<file path="src/rtl/nor_cmd_seq.sv">
module nor_cmd_seq #(
  parameter int AW = 24,
  parameter int TW = 16
) (
  input  logic          clk,
  input  logic          rst_n,
  input  logic          req_valid,
  input  logic [1:0]    req_op,
  input  logic [AW-1:0] req_addr,
  input  logic [31:0]   req_data,
  input  logic [TW-1:0] poll_limit,
  output logic          req_ready,
  output logic          done,
  output logic [1:0]    result,
  output logic          bus_req,
  output logic          bus_we,
  output logic [AW-1:0] bus_addr,
  output logic [31:0]   bus_wdata,
  input  logic [31:0]   bus_rdata,
  input  logic          bus_ack
);
  localparam logic [31:0] C_ARRAY = 32'h00FF00FF;
  localparam logic [31:0] C_IDENT = 32'h00900090;
  localparam logic [31:0] C_ESET  = 32'h00200020;
  localparam logic [31:0] C_ECONF = 32'h00D000D0;
  localparam logic [31:0] C_PSET  = 32'h00400040;
  localparam logic [31:0] C_STAT  = 32'h00700070;
  localparam logic [31:0] M_READY = 32'h00800080;
  localparam logic [31:0] M_EERR  = 32'h00200020;
  localparam logic [31:0] M_PERR  = 32'h00100010;
  localparam logic [31:0] ID_MAN  = 32'h00890089;
  localparam logic [31:0] ID_DTOP = 32'h88F388F3;
  localparam logic [31:0] ID_DBOT = 32'h88F488F4;
  localparam logic [1:0] OP_ID = 2'd0, OP_ER = 2'd1, OP_PG = 2'd2;
  localparam logic [1:0] RS_OK = 2'd0, RS_FAIL = 2'd1, RS_TMO = 2'd2, RS_REJ = 2'd3;

  typedef enum logic [3:0] {
    S_IDLE, S_CMD1, S_CMD2, S_PW, S_PR, S_ID0, S_ID1, S_REST, S_VER
  } st_t;

  st_t           st;
  logic [1:0]    op_q;
  logic [AW-1:0] addr_q;
  logic [31:0]   data_q;
  logic [TW-1:0] lim_q, cnt;
  logic          fail_q, tmo_q;

  wire xfer     = bus_req & bus_ack;
  wire rdy_both = (bus_rdata & M_READY) == M_READY;
  wire st_err   = |(bus_rdata & ((op_q == OP_PG) ? M_PERR : M_EERR));
  wire poll_end = ({1'b0, cnt} + 1'b1) >= {1'b0, lim_q};
  wire bad_req  = (req_op == 2'd3) || (req_op != OP_ID && req_addr[1:0] != 2'b00);

  assign req_ready = (st == S_IDLE);
  assign bus_req   = (st != S_IDLE);
  assign bus_we    = st inside {S_CMD1, S_CMD2, S_PW, S_REST};
  assign bus_addr  = (op_q != OP_ID) ? addr_q :
                     (st == S_ID1) ? AW'(4) : '0;

  always_comb begin
    case (st)
      S_CMD1:  bus_wdata = (op_q == OP_ID) ? C_IDENT : (op_q == OP_ER) ? C_ESET : C_PSET;
      S_CMD2:  bus_wdata = (op_q == OP_ER) ? C_ECONF : data_q;
      S_PW:    bus_wdata = C_STAT;
      S_REST:  bus_wdata = C_ARRAY;
      default: bus_wdata = '0;
    endcase
  end

  always_ff @(posedge clk) begin
    if (!rst_n) begin
      st <= S_IDLE; done <= 1'b0; result <= RS_OK;
      op_q <= OP_ID; addr_q <= '0; data_q <= '0; lim_q <= '0; cnt <= '0;
      fail_q <= 1'b0; tmo_q <= 1'b0;
    end else begin
      done <= 1'b0;
      case (st)
        S_IDLE: if (req_valid) begin
          op_q <= req_op; addr_q <= req_addr; data_q <= req_data; lim_q <= poll_limit;
          cnt <= '0; fail_q <= 1'b0; tmo_q <= 1'b0;
          if (bad_req) begin
            done <= 1'b1; result <= RS_REJ;
          end else st <= S_CMD1;
        end
        S_CMD1: if (xfer) st <= (op_q == OP_ID) ? S_ID0 : S_CMD2;
        S_CMD2: if (xfer) st <= S_PW;
        S_PW:   if (xfer) st <= S_PR;
        S_PR: if (xfer) begin
          if (rdy_both) begin
            fail_q <= st_err; st <= S_REST;
          end else if (poll_end) begin
            tmo_q <= 1'b1; st <= S_REST;
          end else begin
            cnt <= cnt + 1'b1; st <= S_PW;
          end
        end
        S_ID0: if (xfer) begin
          fail_q <= (bus_rdata != ID_MAN); st <= S_ID1;
        end
        S_ID1: if (xfer) begin
          fail_q <= fail_q | ~(bus_rdata == ID_DTOP || bus_rdata == ID_DBOT);
          st <= S_REST;
        end
        S_REST: if (xfer) begin
          if (op_q == OP_PG && !tmo_q) st <= S_VER;
          else begin
            st <= S_IDLE; done <= 1'b1;
            result <= tmo_q ? RS_TMO : fail_q ? RS_FAIL : RS_OK;
          end
        end
        S_VER: if (xfer) begin
          st <= S_IDLE; done <= 1'b1;
          result <= (fail_q || bus_rdata != data_q) ? RS_FAIL : RS_OK;
        end
        default: st <= S_IDLE;
      endcase
    end
  end
endmodule

</file>
<file path="config.mk">
export PLATFORM = sky130hd
export DESIGN_NAME = nor_cmd_seq
export DESIGN_NICKNAME = d
export VERILOG_FILES = /design/src/rtl/nor_cmd_seq.sv
export SDC_FILE = /design/constraint.sdc
export NUM_CORES = 1
export LEC_CHECK = 0
export ABC_AREA = 1
export BUFFER_PORTS_ARGS = -buffer_cell sky130_fd_sc_hd__buf_2
export CORE_MARGIN = 3
export CORE_UTILIZATION = 35
export DETAILED_ROUTE_END_ITERATION = 8
export PLACE_DENSITY = 0.67
export SLEW_MARGIN = 30
export SYNTH_ARGS = -nofsm -noshare
export SYNTH_HDL_FRONTEND = slang
export SYNTH_SLANG_ARGS = --single-unit
</file>
<file path="constraint.sdc">
create_clock -name clk -period 2.8 [get_ports clk]
set_input_delay 0.14 -clock clk [delete_from_list [all_inputs] [get_ports clk]]
set_output_delay 0.14 -clock clk [all_outputs]
set_load 0.01 [all_outputs]
</file>
==> flow_summary.yaml <==
status:
  status: "complete, no violations"
setup_path:
  cp.required_ps: 3090
  path_class: "reg -> reg"
  regToRegSetupSlack_ps: 240
  critPathLaunchType: "flip-flop"
  crit_top_cell: "nand2_1"
  worst_setup_path_end_kind: "flip-flop"
  path_max_fanout: 8
  arrival_ps: 2850
  max_stage_delay_ps: 420
  cp_cell_sequence: "nand3_1 -> inv_1 -> nand2_1 -> nor2_1 -> nand2_1 -> xor2_2 -> ha_1 -> nand2_1 -> inv_1 -> nand2_1 -> nor2_1 -> nand2_1 -> nand3_1 -> nand2_1 -> nand3_4 -> nand2_8 -> nand3_4 -> nand2_1 -> inv_1 -> nor2_1"
  critical_path.slowest_cell: "dfxtp_1"
sta:
  max_slew_margin_pct: 57.7
  hold_viol_final: 0
  period_minus_slack_ps: 2560
  setup_tns_ps: 0
  max_freq_mhz: 391
  hold_slack_ps: 37.5
  rsz0062_at_grt: "false"
  fin_crit_sh_pct: 91.4
  tightestPinTransition_ps: 634
  finalSetupViolCount: 0
  finalWorstSetupSlack_ps: 242
  finalClockSkew_ps: 10.3
  slew_viol_final: 0
placed_design:
  post-dp-hpwl_mm: 12.7
  io_buffers: 171
  dpl_cell_area_um2: 6860
  dp_cells: 1246
  place.gp.congestion: 0.901
  pre_cts_slack_ps: 114
floorplanning:
  start_util_pct: 36.2
  dieArea_um2: 18200
  die_x_um: 135
  io_pins: 172
  die_h_um: 135
  rows: 46
  core_area_um2: 16100
power_and_ir_drop:
  p_total_mw: 6.39
  leakage_nw: 3.51
  irDropWorstVdd_uv: 504
  power_density_nw_per_um2: 880
yosys:
  async_reset_ff_share_pct: 0
  ys_warn_count: 0
  synth_top_cell_by_area: "dfxtp_1"
  synth_ff_type: "dfxtp_1"
  ys_ff_latch: 99
  avgSynthCellArea_um2: 6.56
  synth_fp_nets: 1013
  synth_cell_types: 37
  synthCells: 886
  netlist_area_um2: 5810
  synth_top_area_share_pct: 34.1
  synth_edf_count: 0
  synthTopCellsByArea: "dfxtp_1 (34%), inv_1 (9.4%), nand2_1 (8.9%)"
  yosysSeqAreaShare_pct: 34.1
clocking:
  cts_sinks: 99
  root_buffer: "clkbuf_16"
  cts_tree: "done"
  htree_levels: 3
  clock_latency_ps: 360
  clk_pin_slew_ps: 70
  cts_buffers: 9
  cts_max_path_buffers: 2
  cts_setup_buffers: 0
cells_and_area:
  drive_gt1_share_pct: 23.8
  nNetsFinal: 1170
  finish.instance_area_um2: 7260
  stdcell_count: 1263
  final_core_util_pct: 45.2
  antenna_cells: 0
  syn2layout_area_growth_pct: 24.9
detailed_routing:
  dr.first_iter.drc_count: 346
  viasPerCell: 4.73
  ant_nets: 0
  num_vias: 5972
  drt-total-wl_mm: 16.8
  first_pass_iters: 5
  drc: 0
  routedWlPerCell_um: 13.3
grt:
  antenna_found_initial: 0
  track_usage_pct: 18.5
  grt_remaining_overflow: 0
  grt_pass1_vias: 5446
  grt_max_degree: 117
  grt_first_pass_wirelength_mm: 27.3
hold_path:
  hold_class: "in -> reg"
run:
  maxCapViolCount: 0
==> critical path, delay by kind of cell (launching register included) <==
family                     cells  cell delay (ps)
adders and majority gates      1              270
buffers and inverters          3              200
and+or+nand+nor               15             1440
DFF                            1              420
xor gates and xnor gates       1              170
==> Yosys cell counts (all sizes together) (13+ instances only) <==
library cell  count
ha               17
nor3             26
clkbuf           24
nor2            103
nand2           154
nand3            35
dfxtp            99
o21ai           103
xor2             22
a21oi            82
inv             154
nand4            23
buf              13
==> what timing repair did <==
action                                 4_1_cts  5_1_grt
endpoints found under the hold margin        1        0
hold buffers                                 1        0
gates resized for setup                      0       18
setup endpoints to repair                    0       17
==> cell type report <==
type,instances,area (um^2)
Clock buffer,10,239
Clock inverter,5,63.8
Fill cell,1702,8790
Inverter,155,584
Multi-Input combinational cell,596,3160
Sequential cell,99,1980
Tap cell,216,270
Timing Repair Buffer,182,965
==> flip-flops by register name (all words and copies together) (netlist names) <==
name / count
done: 1
addr_q: 24
st: 4
cnt: 16
op_q: 2
data_q: 32
lim_q: 16
fail_q: 1
result: 2
tmo_q: 1
==> cells in the final DEF, fill, tap and decap left out, drive strengths merged, types with 2 or more instances in the layout <==
cell,instances
nand3,36
a31oi,2
nand2,154
xnor2,9
buf,181
o21ai,103
nor3,26
nand4,23
inv,154
clkbuf,10
nand3b,3
or2,6
clkinv,4
xor2,22
nor2,103
dfxtp,99
nor4,5
ha,17
a21oi,82
==> cells by family (layout without fill, tap and decap cells) <==
family,count (synthesis),count (layout),synth area share [%]
XOR/XNOR,31,31,4.67
adder cells (fa/ha/maj),17,17,3.66
AND/OR/NAND/NOR,356,357,27.8
buffers and inverters,192,352,12.9
AO/OA/AOI/OAI,191,191,16.9
flip-flops,99,99,34.1
==> per-layer routing <==
metal	GRT usage (%)	vias to the layer above	routed length, um
met4	6.33	0	435
met1	24.9	2632	7710
li1	-	3147	-
met5	0	-	0
met3	5.37	22	1320
met2	28.6	171	7330
==> where the power goes <==
group	internal, mW	leakage (nW)	switching [mW]	total (mW)
clock	0.717	0.145	0.570	1.29
sequential	1.86	0.820	0.261	2.12
combinational	1.06	2.54	1.92	2.98
==> path summary, 6_finish.rpt <==
path,from,end,cells after the start
hold / removal,req_data[6],data_q[6]$_SDFFE_PN0P_,3
hold reg to reg,addr_q[13]$_SDFFE_PN0P_,addr_q[13]$_SDFFE_PN0P_,2
setup reg to reg,cnt[2]$_SDFFE_PN0P_,cnt[2]$_SDFFE_PN0P_,20
setup / recovery,cnt[2]$_SDFFE_PN0P_,cnt[2]$_SDFFE_PN0P_,20
Power figures use the tool's default switching activity.
